==> src/rtl/bbm_pkg.sv <==
package bbm_pkg;
   localparam int COND_W = 6;
   localparam int IDX_W  = 2;

   typedef enum logic [1:0] {
      SZ_NONE = 2'b00,
      SZ_BYTE = 2'b01,
      SZ_WORD = 2'b10,
      SZ_LONG = 2'b11
   } size_e;

   localparam logic [IDX_W-1:0] IDX_COND = 2'd0;
   localparam logic [IDX_W-1:0] IDX_CMP  = 2'd1;
   localparam logic [IDX_W-1:0] IDX_MASK = 2'd2;

   typedef struct packed {
      logic [1:0] kind;
      logic [1:0] dir;
      logic [1:0] size;
   } cond_t;
endpackage

==> src/rtl/bbm_regs.sv <==
module bbm_regs
   import bbm_pkg::*;
#(
   parameter int ADDR_W = 32
) (
   input  logic              clk,
   input  logic              rst_n,
   input  logic              we,
   input  logic [IDX_W-1:0]  idx,
   input  logic [ADDR_W-1:0] wdata,
   output logic [ADDR_W-1:0] rdata,
   output cond_t             cond,
   output logic [ADDR_W-1:0] cmp,
   output logic [ADDR_W-1:0] mask
);
   always_ff @(posedge clk or negedge rst_n) begin
      if (!rst_n) begin
         cond <= '0;
         cmp  <= '0;
         mask <= '0;
      end else if (we) begin
         unique case (idx)
            IDX_COND: cond <= cond_t'(wdata[COND_W-1:0]);
            IDX_CMP:  cmp  <= wdata;
            IDX_MASK: mask <= wdata;
            default:  ;
         endcase
      end
   end

   always_comb begin
      rdata = '0;
      unique case (idx)
         IDX_COND: rdata[COND_W-1:0] = cond;
         IDX_CMP:  rdata = cmp;
         IDX_MASK: rdata = mask;
         default:  rdata = '0;
      endcase
   end
endmodule

==> src/rtl/bbm_match.sv <==
module bbm_match
   import bbm_pkg::*;
#(
   parameter int ADDR_W = 32
) (
   input  cond_t             cond,
   input  logic [ADDR_W-1:0] cmp,
   input  logic [ADDR_W-1:0] mask,
   input  logic              valid,
   input  logic [ADDR_W-1:0] addr,
   input  logic              fetch,
   input  logic              write,
   input  logic [1:0]        size,
   output logic              hit
);
   logic [ADDR_W-1:0] miss_bit;
   logic kind_ok, dir_ok, size_ok, addr_ok;
   size_e eff_size;

   for (genvar b = 0; b < ADDR_W; b++) begin : g_bit
      assign miss_bit[b] = (addr[b] ^ cmp[b]) & ~mask[b];
   end

   always_comb begin
      eff_size = fetch ? SZ_WORD : size_e'(size);
      kind_ok  = fetch ? cond.kind[0] : cond.kind[1];
      dir_ok   = write ? cond.dir[1]  : cond.dir[0];
      size_ok  = (cond.size == SZ_NONE) || (cond.size == eff_size);
      addr_ok  = ~|miss_bit;
      hit      = valid & kind_ok & dir_ok & size_ok & addr_ok;
   end
endmodule

==> src/rtl/bbm_flag.sv <==
module bbm_flag (
   input  logic clk,
   input  logic rst_n,
   input  logic hit,
   input  logic clr,
   output logic flag
);
   always_ff @(posedge clk or negedge rst_n) begin
      if (!rst_n)   flag <= 1'b0;
      else if (hit) flag <= 1'b1;
      else if (clr) flag <= 1'b0;
   end
endmodule

==> src/rtl/bus_break_matcher.sv <==
module bus_break_matcher
   import bbm_pkg::*;
#(
   parameter int ADDR_W = 32
) (
   input  logic              clk,
   input  logic              rst_n,
   input  logic              reg_we,
   input  logic [1:0]        reg_idx,
   input  logic [ADDR_W-1:0] reg_wdata,
   output logic [ADDR_W-1:0] reg_rdata,
   input  logic              bus_valid,
   input  logic [ADDR_W-1:0] bus_addr,
   input  logic              bus_fetch,
   input  logic              bus_write,
   input  logic [1:0]        bus_size,
   input  logic              brk_clr,
   output logic              brk_flag
);
   initial begin
      if (ADDR_W < COND_W || ADDR_W > 64)
         $error("bus_break_matcher: ADDR_W must lie in [%0d,64]", COND_W);
   end

   cond_t             cond_q;
   logic [ADDR_W-1:0] cmp_q;
   logic [ADDR_W-1:0] mask_q;
   logic              hit;

   bbm_regs #(.ADDR_W(ADDR_W)) u_regs (
      .clk(clk), .rst_n(rst_n), .we(reg_we), .idx(reg_idx),
      .wdata(reg_wdata), .rdata(reg_rdata),
      .cond(cond_q), .cmp(cmp_q), .mask(mask_q)
   );

   bbm_match #(.ADDR_W(ADDR_W)) u_match (
      .cond(cond_q), .cmp(cmp_q), .mask(mask_q),
      .valid(bus_valid), .addr(bus_addr), .fetch(bus_fetch),
      .write(bus_write), .size(bus_size), .hit(hit)
   );

   bbm_flag u_flag (
      .clk(clk), .rst_n(rst_n), .hit(hit), .clr(brk_clr), .flag(brk_flag)
   );
endmodule

==> config.mk <==
export PLATFORM = sky130hd
export DESIGN_NAME = bus_break_matcher
export DESIGN_NICKNAME = d
export VERILOG_FILES = /design/src/rtl/bbm_pkg.sv /design/src/rtl/bbm_regs.sv /design/src/rtl/bbm_match.sv /design/src/rtl/bbm_flag.sv /design/src/rtl/bus_break_matcher.sv
export SDC_FILE = /design/constraint.sdc
export NUM_CORES = 1
export LEC_CHECK = 0
export BUFFER_PORTS_ARGS = -buffer_cell sky130_fd_sc_hd__buf_4
export CAP_MARGIN = 5
export CORE_UTILIZATION = 38
export DETAILED_ROUTE_END_ITERATION = 12
export HOLD_SLACK_MARGIN = 0.06
export SLEW_MARGIN = 20
export SYNTH_ARGS = -nofsm -noshare
export SYNTH_HDL_FRONTEND = slang
export SYNTH_HIERARCHICAL = 1
export SYNTH_SLANG_ARGS = --single-unit
==> constraint.sdc <==
create_clock -name clk -period 1.3 [get_ports clk]
set_input_delay 0.13 -clock clk [delete_from_list [all_inputs] [get_ports clk]]
set_output_delay 0.13 -clock clk [all_outputs]
set_load 0.01 [all_outputs]
# Yosys cells after proc, flatten, opt, wreduce, memory -nomap -nowiden
# Cells that the tools add are included.
# totals
ff_bits	71
latchBits	0
ram_bits	0
rom_bits	0
inputBits	75
out_inout_bits	33
mem_count	0
# op_classes
n_addsub	0
n_mul	0
n_div	0
order_cmp	0
n_eq_ne	3
shifts	0
n_mux	7
bitwise_logic	100
reduce_logical	9
# ops
operator	n
$pmux W26 S2	1
$and A1 B1 Y1	36
$not A1 Y1	32
$reduce_or A32 Y1	1
$xor A1 B1 Y1	32
$pmux W6 S3	1
$reduce_and A2 Y1	3
$logic_not A2 Y1	2
$mux W1	4
$eq A2 B1 Y1 const B	1
$eq A2 B2 Y1	1
$eq A2 B2 Y1 const B	1
$mux W2	1
$reduce_bool A2 Y1	1
$logic_not A1 Y1	1
$logic_or A1 B1 Y1	1

# Longest topological paths before layout
# depth
ltp_word	6
mapped_depth	6
ltp_nobuf	6

# Modules after synthesis
# The synthesis kept the hierarchy.
# by_module_without_submodules
module	instances	cells_per_inst	area_per_inst_um2	seq_area_each_um2
bbm_regs	1	229	3169.3	1751.7
bbm_match	1	71	496.7	0.0
bbm_flag	1	3	36.3	25.0

# Least setup slack after synthesis
# OpenSTA, ideal clock, no wires.
# synth_path
kind	reg2reg
startpoint	reg u_regs.cmp[22]
endpoint	reg u_flag.flag
arrival_ns	1.167
required_ns	1.236
setup_slack_ns	0.069
stages_incl_launch_ff	7
path_buffers	0
synth_period_minus_slack_ns	1.231
cell_sequence	dfrtp_1 > xnor2_1 > o22ai_1 > nor2_1 > nand4_1 > nor4_2 > a21o_1
# synth_between
elab_chain_len	6
# synth_rtl
item	line	source
from (decl)	bbm_regs.sv:13	output logic [ADDR_W-1:0] cmp,
from (signal assigned)	bbm_regs.sv:24	IDX_CMP: cmp <= wdata;
$xor A1 B1 Y1 (*)	bbm_match.sv:21	assign miss_bit[b] = (addr[b] ^ cmp[b]) & ~mask[b];
$and A1 B1 Y1 (*)	bbm_match.sv:21	
$reduce_or A32 Y1 (*)	bbm_match.sv:29	addr_ok = ~|miss_bit;
$logic_not A1 Y1 (*)	bbm_match.sv:29	
$and A1 B1 Y1 (*)	bbm_match.sv:30	hit = valid & kind_ok & dir_ok & size_ok & addr_ok;
named net hit	bus_break_matcher.sv:28	logic hit;
$mux W1 / $reduce_bool A2 Y1 (equally long branches)	-	
to (signal assigned)	bbm_flag.sv:9	if (!rst_n) flag <= 1'b0;
to (signal assigned)	bbm_flag.sv:10	else if (hit) flag <= 1'b1;
to (signal assigned)	bbm_flag.sv:11	else if (clr) flag <= 1'b0;
to (decl)	bbm_flag.sv:6	output logic flag
# The timed path passes the listed nets; every way through them passes the cells marked *.
# A chain may end at the register's enable or synchronous reset.

# Worst setup path after layout
# layout_path
startpoint	reg u_regs.cmp[2]
endpoint	out reg_rdata[2]
# layout_between
elab_chain_len	1
# layout_rtl
item	line	source
$pmux W6 S3	bbm_regs.sv:33	unique case (idx)
to (decl)	bus_break_matcher.sv:11	output logic [ADDR_W-1:0] reg_rdata,
# No other way between the ends.

==> summary.md <==
| Metric | Value |
|---|---|
| Max cap viols | `0` |
| Crit-path max FO | `2` |
| WL met3 | `between 300 and 400 um` |
| Initial antenna violation count | `0` |
| Critical Path End | `reg_rdata[2]` |
| Num Clock Sinks | `71` |
| Crit Path Category | `reg -> out` |
| Die height | `101 um` |
| Syn-to-layout area delta | `50.0%` |
| CP arrival | `roughly 1500 ps` |
| Worst flop-to-flop path startpoint | `u_regs/cmp[4]$_DFFE_PN0P_` |
| Power Dens Cells | `1180 nW/um2` |
| R2r setup slk | `-100 ps` |
| Post-route ant nets | `0` |
| Final instance area | `about 5600 um2` |
| Nets | `559` |
| Place WS | `-181 ps` |
| Syn Std Cell Area | `3700 um2` |
| Placed Area | `4910 um2` |
| TritonCTS Buffers | `9` |
| Rows | `35` |
| Post-layout util | `59.5%` |
| Synth Instances | `between 300 and 400` |
| Status | `finished with violations` |
| CP required | `1170 ps` |
| Starting Density | `between 30% and 40%` |
| Final clock skew | `4.92 ps` |
| First-pass GRT wire length | `15400 um` |
| RSZ-0062 raised after global routing | `yes` |
| CP top delay family | `flip-flops` |
| Wire length per cell | `16.1 um` |
| GRT Residual Overflow | `0` |
| Drt first pass iters | `7` |
| Post-Syn Nets | `382` |
| CTS tree | `built` |
| Cell Chain, Critical Path | `buf_6, a222oi_1, nor2_1, buf_4` |
| Syn avg cell area | `12.2 um2` |
| CP Buf/Inv Count | `2` |
| DRC | `0` |
| Crit-path max cell delay | `400 ps` |
| Leak | `2.47 nW` |
| WL final | `9870 um` |
| Crit. End Element | `output pin` |
| Highest Signal Layer | `met4` |
| WP depth | `4` |
| Clock-pin slew of the registers on the worst-case setup and hold paths | `80 ps` |
| Max rail drop VDD | `roughly 0.55 mV` |
| CP max stage cell | `dfrtp_1` |
| Worst Tran Pin Value | `403 ps` |
| Largest net degree at the start of global routing | `72` |
| Final Hold Vio Count | `0` |
| Slew margin rel. | `73.1%` |
| Share of layout cells above drive strength 1 | `43.5%` |
| Failing checks | `negative setup slack` |
| # IOs | `108` |
| CP startpoint | `u_regs/cmp[2]$_DFFE_PN0P_` |
| DIE AREA | `10100 um2` |
| CORE AREA | `9330 um2` |
| Hpwl dp | `just over 7000 um` |
| Seq/Total Area, Yosys | `a little under half` |
| DRT iter0 DRCs | `79` |
| Worst Setup Start Kind | `flip-flop` |
| Final Cycle Share | `121%` |
| Avg Vias per Cell | `4.97` |
| Max Buffers Root-to-Sink | `2` |
| Hold Crit Class | `in -> reg` |
| RePlAce Congestion | `0.824` |
| Met1 Routed Length | `4170 um` |
| Final min period | `1580 ps` |
| Port buffer count | `107` |
| Root Driver | `clkbuf_8` |
| Max Freq | `633 MHz` |
| Ant diodes | `0` |
| Commonest cells after routing, fill and taps aside | `134 x buf_4, 71 x dfrtp_1, 36 x mux2_2, 34 x mux2_1, 33 x dlygate4sd3_1` |
| RR Endpoint | `u_flag/flag$_DFFE_PN0P_` |
| PnR worst setup slack | `-279 ps` |
| Met2 Wirelength | `5260 um` |
| GR Util All Layers | `20.1%` |
| Ys Warns | `6` |
| Most common cell after layout, fill and taps aside | `buf_4` |
| Clock latency on the worst-skew pair | `340 ps` |
| Chip Width | `101 um` |
| Final Setup Violations | `30` |
| CTS H-Tree Depth | `3` |
| Depth of the most critical reg-to-reg path | `7` |
| Synth unique cells | `25` |
| Vias in the first global route | `around 3100` |
| Via Count | `3053` |
| PnR Total Power | `6.56 mW` |
| Flops & latches, synth | `71` |
| Slew Limit Fails | `0` |
==> routing by layer <==
layer | global-route usage [%] | up-vias
met5 | 0 | -
li1 | - | 1453
met3 | 3.40 | 7
met1 | 24.4 | 1512
met4 | 6.35 | 0
met2 | 36.4 | 81
==> state kept, by name, summed over array words and instances, names as in the netlist <==
| register | count |
|---|---|
| u_regs/cond | 6 |
| u_regs/mask | 32 |
| u_regs/cmp | 32 |
| u_flag/flag | 1 |
==> power by group <==
| group | internal, mW | total, mW | switching (mW) |
|---|---|---|---|
| Combinational | 1.23 | 2.01 | 0.779 |
| Sequential | 2.63 | 2.97 | 0.343 |
| Clock | 0.793 | 1.58 | 0.789 |
| Total | 4.65 | 6.56 | 1.91 |
==> cell type report <==
class                           count  area, um2
Inverter                            6       22.5
Clock inverter                      3       17.5
Clock buffer                       13        159
Timing Repair Buffer              182       1580
Tap cell                          129        161
Sequential cell                    71       1780
Multi-Input combinational cell    210       1830
Fill cell                         800       3770
==> timing repair <==
action,4_1_cts,5_1_grt
endpoints found under the hold margin,141,0
setup endpoints to repair,33,33
gates resized for setup,15,4
pin swaps,17,20
setup buffers,8,3
hold buffers,33,0
==> logic make-up after synthesis <==
family,Yosys count,share of synthesized area (%)
AOI/OAI and AO/OA,56,10.9
DFF,71,48.0
buffers and inverters,22,3.72
and+or+nand+nor,48,7.13
xor gates and xnor gates,32,7.57
muxes,70,21.3
adders and majority gates,4,1.35
==> Yosys cell counts, drive strengths merged <==
cell     number  share of area [%]
dfrtp        71                 48
mux2         70                 21
xnor2        32                7.6
a22oi        26                5.3
nor2b        26                4.4
nor2         15                1.5
o22ai        15                2.5
buf          14                2.9
a222oi        6                1.6
inv           6               0.61
ha            4                1.4
nand2         4               0.54
o21ai         4               0.54
clkbuf        2               0.20
a21boi        1               0.20
a21o          1               0.20
a21oi         1               0.14
nand2b        1               0.17
nand4         1               0.17
nor4          1               0.34
o2111ai       1               0.24
o211ai        1               0.20
==> tightest hold or removal path: stages <==
cell and delay [ps]:
buf_4 120, inv_1 50, a21o_1 90
==> metrics by stage <==
stage / hold slack, ps / instances / TNS (ps)
2_1_floorplan: -166 / 303 / 0
3_3_place_gp: 170 / 556 / -4150
3_5_place_dp: 175 / 556 / -7090
4_1_cts: 76.9 / 612 / -3430
5_1_grt: 85.8 / 614 / -5740
6_report: 88.6 / 614 / -2920
==> how the worst min path moves through the flow <==
stage | start | endpoint | depth (start not counted)
after floorplan | rst_n | u_flag/flag$_DFFE_PN0P_ | 0
after global placement | rst_n | u_regs/cond[2]$_DFFE_PN0P_ | 2
after detailed placement | rst_n | u_regs/mask[3]$_DFFE_PN0P_ | 2
after CTS | brk_clr | u_flag/flag$_DFFE_PN0P_ | 3
after global routing | brk_clr | u_flag/flag$_DFFE_PN0P_ | 3
final | brk_clr | u_flag/flag$_DFFE_PN0P_ | 3
(Power assumes the default switching activity.)
